$ cat src/rtl/typeb_enc_pkg.sv
package typeb_enc_pkg;

    typedef enum logic [3:0] {
        ST_IDLE,
        ST_PRE,
        ST_SOF,
        ST_GATE,
        ST_GUARD,
        ST_START,
        ST_DATA,
        ST_EOF_LOW,
        ST_EOF_HIGH,
        ST_PAD
    } enc_state_t;

endpackage

$ cat src/rtl/typeb_enc_shreg.sv
module typeb_enc_shreg #(
    parameter int DATA_W = 8
) (
    input  logic              clk,
    input  logic              rst_n,
    input  logic              load,
    input  logic              shift,
    input  logic [DATA_W-1:0] din,
    output logic              lsb
);

    logic [DATA_W-1:0] sr_q;

    always_ff @(posedge clk or negedge rst_n) begin
        if (!rst_n) begin
            sr_q <= '0;
        end else if (load) begin
            sr_q <= din;
        end else if (shift) begin
            sr_q <= {1'b0, sr_q[DATA_W-1:1]};
        end
    end

    assign lsb = sr_q[0];

endmodule

$ cat src/rtl/typeb_enc_fsm.sv
module typeb_enc_fsm
    import typeb_enc_pkg::*;
#(
    parameter int PRE_LEN  = 40,
    parameter int SOF_LEN  = 10,
    parameter int EOFL_LEN = 10,
    parameter int EOFH_LEN = 8,
    parameter int PAD_LEN  = 24,
    parameter int DATA_W   = 8
) (
    input  logic clk,
    input  logic rst_n,
    input  logic bit_en,
    input  logic in_valid,
    input  logic in_last,
    input  logic data_lsb,
    output logic in_ready,
    output logic load,
    output logic shift,
    output logic line_bit,
    output logic frame_bit
);

    localparam int MAX_A   = (PRE_LEN > SOF_LEN) ? PRE_LEN : SOF_LEN;
    localparam int MAX_B   = (EOFL_LEN > EOFH_LEN) ? EOFL_LEN : EOFH_LEN;
    localparam int MAX_C   = (PAD_LEN > DATA_W) ? PAD_LEN : DATA_W;
    localparam int MAX_AB  = (MAX_A > MAX_B) ? MAX_A : MAX_B;
    localparam int MAX_LEN = (MAX_AB > MAX_C) ? MAX_AB : MAX_C;
    localparam int CNT_W   = $clog2(MAX_LEN + 1);

    enc_state_t       state_q, state_d;
    logic [CNT_W-1:0] cnt_q, cnt_d;
    logic             last_q, last_d;
    logic             phase_end;

    assign phase_end = (cnt_q == '0);

    // state register
    always_ff @(posedge clk or negedge rst_n) begin
        if (!rst_n) begin
            state_q <= ST_IDLE;
            cnt_q   <= '0;
            last_q  <= 1'b0;
        end else if (bit_en) begin
            state_q <= state_d;
            cnt_q   <= cnt_d;
            last_q  <= last_d;
        end
    end

    // next state and per-bit outputs
    always_comb begin
        state_d   = state_q;
        cnt_d     = phase_end ? cnt_q : cnt_q - 1'b1;
        last_d    = last_q;
        line_bit  = 1'b1;
        frame_bit = 1'b1;
        in_ready  = 1'b0;
        load      = 1'b0;
        shift     = 1'b0;
        unique case (state_q)
            ST_IDLE: begin
                frame_bit = in_valid;
                cnt_d     = '0;
                if (in_valid) begin
                    state_d = ST_PRE;
                    cnt_d   = CNT_W'(PRE_LEN - 2);
                    last_d  = 1'b0;
                end
            end
            ST_PRE: begin
                if (phase_end) begin
                    state_d = ST_SOF;
                    cnt_d   = CNT_W'(SOF_LEN - 1);
                end
            end
            ST_SOF: begin
                line_bit = 1'b0;
                if (phase_end) begin
                    state_d = ST_GATE;
                end
            end
            ST_GATE: begin
                in_ready = bit_en && !last_q;
                if (!last_q && in_valid) begin
                    load    = bit_en;
                    last_d  = in_last;
                    state_d = ST_GUARD;
                    cnt_d   = '0;
                end else begin
                    state_d = ST_EOF_LOW;
                    cnt_d   = CNT_W'(EOFL_LEN - 1);
                end
            end
            ST_GUARD: begin
                state_d = ST_START;
                cnt_d   = '0;
            end
            ST_START: begin
                line_bit = 1'b0;
                state_d  = ST_DATA;
                cnt_d    = CNT_W'(DATA_W - 1);
            end
            ST_DATA: begin
                line_bit = data_lsb;
                shift    = bit_en;
                if (phase_end) begin
                    state_d = ST_GATE;
                end
            end
            ST_EOF_LOW: begin
                line_bit = 1'b0;
                if (phase_end) begin
                    state_d = ST_EOF_HIGH;
                    cnt_d   = CNT_W'(EOFH_LEN - 1);
                end
            end
            ST_EOF_HIGH: begin
                if (phase_end) begin
                    state_d = ST_PAD;
                    cnt_d   = CNT_W'(PAD_LEN - 1);
                end
            end
            ST_PAD: begin
                if (phase_end) begin
                    state_d = ST_IDLE;
                end
            end
            default: begin
                state_d   = ST_IDLE;
                frame_bit = 1'b0;
                cnt_d     = '0;
            end
        endcase
    end

endmodule

$ cat src/rtl/typeb_tx_framer.sv
module typeb_tx_framer #(
    parameter int PRE_LEN  = 40,
    parameter int SOF_LEN  = 10,
    parameter int EOFL_LEN = 10,
    parameter int EOFH_LEN = 8,
    parameter int PAD_LEN  = 24,
    parameter int DATA_W   = 8
) (
    input  logic              clk,
    input  logic              rst_n,
    input  logic              bit_en,
    input  logic              in_valid,
    input  logic [DATA_W-1:0] in_data,
    input  logic              in_last,
    output logic              in_ready,
    output logic              tx_bit,
    output logic              tx_busy
);

    logic load, shift, data_lsb, line_bit, frame_bit;

    typeb_enc_fsm #(
        .PRE_LEN (PRE_LEN),
        .SOF_LEN (SOF_LEN),
        .EOFL_LEN(EOFL_LEN),
        .EOFH_LEN(EOFH_LEN),
        .PAD_LEN (PAD_LEN),
        .DATA_W  (DATA_W)
    ) u_fsm (
        .clk      (clk),
        .rst_n    (rst_n),
        .bit_en   (bit_en),
        .in_valid (in_valid),
        .in_last  (in_last),
        .data_lsb (data_lsb),
        .in_ready (in_ready),
        .load     (load),
        .shift    (shift),
        .line_bit (line_bit),
        .frame_bit(frame_bit)
    );

    typeb_enc_shreg #(
        .DATA_W(DATA_W)
    ) u_shreg (
        .clk  (clk),
        .rst_n(rst_n),
        .load (load),
        .shift(shift),
        .din  (in_data),
        .lsb  (data_lsb)
    );

    // output register: one update per bit slot
    always_ff @(posedge clk or negedge rst_n) begin
        if (!rst_n) begin
            tx_bit  <= 1'b1;
            tx_busy <= 1'b0;
        end else if (bit_en) begin
            tx_bit  <= line_bit;
            tx_busy <= frame_bit;
        end
    end

endmodule

$ cat config.mk
export PLATFORM = sky130hd
export DESIGN_NAME = typeb_tx_framer
export DESIGN_NICKNAME = d
export VERILOG_FILES = /design/src/rtl/typeb_enc_pkg.sv /design/src/rtl/typeb_enc_shreg.sv /design/src/rtl/typeb_enc_fsm.sv /design/src/rtl/typeb_tx_framer.sv
export SDC_FILE = /design/constraint.sdc
export NUM_CORES = 1
export LEC_CHECK = 0
export BUFFER_PORTS_ARGS = -buffer_cell sky130_fd_sc_hd__clkbuf_2
export CAP_MARGIN = 30
export CORE_MARGIN = 2
export CORE_UTILIZATION = 55
export DETAILED_ROUTE_END_ITERATION = 16
export PLACE_DENSITY = 0.75
export SETUP_SLACK_MARGIN = 0.15
export SLEW_MARGIN = 20
export SYNTH_ARGS = -nofsm -noshare
export SYNTH_HDL_FRONTEND = slang
export SYNTH_SLANG_ARGS = --single-unit
$ cat constraint.sdc
create_clock -name clk -period 2.75 [get_ports clk]
set_input_delay 0.1375 -clock clk [delete_from_list [all_inputs] [get_ports clk]]
set_output_delay 0.1375 -clock clk [all_outputs]
set_load 0.005 [all_outputs]
==> impl_metrics.json <==
{
  "status": "complete, no violations",
  "r2r_setup_slack_ns": 0.29,
  "hold_depth": 2,
  "p_int_uw": 958,
  "gp_congestion": 0.848,
  "slowest_delay_ns": 0.46,
  "num_vias": 1353,
  "tns_ns": 0,
  "gr-total-overflow": 0,
  "ir_drop_mv": 0.937,
  "p_leak_nw": 0.633,
  "rsz0062_at_grt": "false",
  "yosys_warnings": 0,
  "max_cap_violations": 0,
  "die-area_mm2": 0.00313,
  "yosysTopAreaCellShare_pct": 33.7,
  "avgSynthCellArea_um2": 8.54,
  "critPathMaxFanout": 5,
  "antenna_found_initial": 0,
  "io_pins": 16,
  "cts_buffers": 3,
  "cts_root_buf": "clkbuf_4",
  "die_w_um": 56.0,
  "drt-initial-drc-count": 41,
  "clk_latency_ns": 0.31,
  "synth_cell_type_count": 56,
  "slew_headroom_pct": 60.7,
  "reg2reg_depth": 11,
  "synth_flop_cell": "dfrtp_1",
  "cts_tree": "yes",
  "core-area_mm2": 0.00252,
  "row_count": 18,
  "drive_above_1_share_pct": 17.8,
  "layout_min_cycle_time_ns": 2.46,
  "antenna_cells": 0,
  "dr.pass1.iters": 4,
  "nets": 201,
  "grt_pass1_wl_mm": 5.75,
  "synth_cells": 174,
  "min_path_type": "input port to register",
  "ys_ff_latch": 21,
  "synth-seq-area-share_pct": 35.4,
  "synth_area_leaders": "dfrtp_1, o21ai_0, nand2_1",
  "critPathTopFamily": "compound AO/OA/AOI/OAI gates",
  "setup_viol": 0,
  "clk_path_buf_depth": 2,
  "p_clk_share_pct": 8.4,
  "worst_hold_slack_ns": 0.0485,
  "worstReg2RegStart": "u_fsm.cnt_q[0]",
  "cts_setup_buffers": 0,
  "remaining_drc_errors": 0,
  "vias_per_cell": 6.29,
  "cp.required_ns": 2.97,
  "p_sw_share_pct": 49.1,
  "first_global_vias": 1242,
  "finalMaxSlewViolations": 0,
  "crit_slowest_cell": "dfrtp_1",
  "crit_start": "u_fsm.cnt_q[0]",
  "syn2layout_area_growth_pct": 7.58,
  "synthesis.area_mm2": 0.00149,
  "crit_chain": "inv_1, ha_1, or2b_2, nor2_8, inv_4, ha_1, inv_1, mux2i_1, a21oi_1, o22ai_1, a221o_1",
  "cp.depth": 11,
  "p_seq_share_pct": 34.2,
  "cp_num_buf_inv": 3,
  "postRouteWirelength_mm": 3.44,
  "final_cells": 215,
  "synth-edff-count": 0,
  "wl_per_cell_um": 16.0,
  "die_y_um": 56.0,
  "worst_setup_path_start_kind": "register",
  "worst_pin_slew_ns": 0.590,
  "crit_arrival_ns": 2.68,
  "clock_sinks": 21,
  "ant_nets": 0,
  "path_class": "register to register",
  "dp.cells": 210,
  "dpl.hpwl_mm": 2.47,
  "h-tree-depth": 1,
  "totalPowerFinal_mw": 1.88,
  "async_flop_share_pct": 100,
  "hold_viol": 0,
  "grt_start_max_net_pins": 22,
  "r2r_end": "u_fsm.cnt_q[0]",
  "start_util_pct": 58.9,
  "switching_power_uw": 924,
  "synth_largest_area_cell": "dfrtp_1",
  "port_buffers": 15,
  "worstSetupEndpoint": "u_fsm.cnt_q[0]",
  "clock.fmax_mhz": 406,
  "crit_path_end_kind": "register",
  "clkSlewWorstSetupHoldPaths_ns": 0.13,
  "fin_crit_sh_pct": 89.6,
  "skew_ns": 0.00466,
  "powerDensity_mw_per_mm2": 1180,
  "grt_usage_pct": 22.7,
  "combPwrFrac_pct": 57.3,
  "syn-num-nets": 189
}
routing by layer:
| metal | share of wire, % | up-vias | GRT usage, % | routed length (um) |
|---|---|---|---|---|
| met2 | 47 | 43 | 36.6 | 1620 |
| met4 | 2.3 | 0 | 9.86 | 79 |
| li1 | - | 662 | - | - |
| met1 | 46 | 639 | 30.4 | 1570 |
| met5 | 0 | - | 0 | 0 |
| met3 | 5.1 | 9 | 2.79 | 175 |
cells in the final DEF, fill, tap and decap left out, drive strengths merged, types with 3 or more instances in the layout:
cell type and count:
dfrtp 20, a21oi 10, inv 7, nor2 13, o21ai 22, and2 3
nand2b 8, nand4 3, nand2 20, mux2i 7, clkbuf 18, nand3 6
timing repair:
item | 4_1_cts | 5_1_grt
hold buffers | 1 | 0
gates resized for setup | 0 | 0
endpoints found under the hold margin | 20 | 0
power by group through the flow:
| stage | Clock [mW] | Sequential (mW) | Combinational (mW) |
|---|---|---|---|
| after floorplan | 0 | 0.516 | 0.965 |
| after global placement | 0 | 0.631 | 1.01 |
| after detailed placement | 0 | 0.643 | 1.05 |
| after CTS | 0.163 | 0.636 | 1.06 |
| after global routing | 0.176 | 0.669 | 1.18 |
| final | 0.159 | 0.644 | 1.08 |
logic make-up (layout without fill, tap and decap cells):
logic type	Yosys count	after routing	synth area share (%)
adders and majority gates	2	2	1.68
buffers and inverters	17	28	4.97
and+or+nand+nor	70	70	26.7
DFF	21	21	35.4
xor gates and xnor gates	1	1	0.589
AOI/OAI and AO/OA	56	56	25.9
muxes	7	7	4.71
registers in the layout, summed over array words and instances (netlist names):
| name | flops |
|---|---|
| u_shreg.sr_q | 8 |
| u_fsm.cnt_q | 6 |
| u_fsm.state_q | 4 |
| tx_bit | 1 |
| tx_busy | 1 |
| u_fsm.last_q | 1 |
worst min-delay path by stage:
| stage | startpoint | end |
|---|---|---|
| floorplan | rst_n | tx_busy |
| global placement | rst_n | u_fsm.cnt_q[1] |
| detailed placement | rst_n | u_fsm.cnt_q[1] |
| CTS | in_data[7] | u_shreg.sr_q[7] |
| global route | in_data[7] | u_shreg.sr_q[7] |
| finish | in_data[7] | u_shreg.sr_q[7] |
Yosys cell counts, types with 2 or more instances:
cell,count
inv_1,6
nand2_1,19
nand3_1,6
buf_2,6
a211oi_1,2
and2_1,3
nor2_1,10
clkbuf_1,3
ha_1,2
o21ai_0,16
a22oi_1,2
o211ai_1,2
nand2b_1,8
o22ai_1,2
nor4_1,2
nor3_1,2
o31ai_1,2
o21ai_1,5
nor3b_1,2
dfrtp_1,20
a22o_1,2
nand4_1,3
a32oi_1,2
mux2i_1,7
a21oi_1,9
cell type report:
class	instances	area [um^2]
Fill cell	226	923
Sequential cell	21	527
Clock inverter	1	5.00
Timing Repair Buffer	17	92.6
Inverter	7	28.8
Tap cell	30	37.5
Clock buffer	3	22.5
Multi-Input combinational cell	136	886
metrics by stage:
stage / instance area (um^2) / util (%) / setup WS [ns]
2_1_floorplan: 1490 / - / 0.524
3_3_place_gp: 1560 / 61.9 / 0.454
3_5_place_dp: 1560 / 61.9 / 0.319
4_1_cts: 1600 / 63.4 / 0.303
5_1_grt: 1600 / 63.4 / 0.176
6_report: 1600 / 63.4 / 0.287
(Power assumes the default switching activity.)
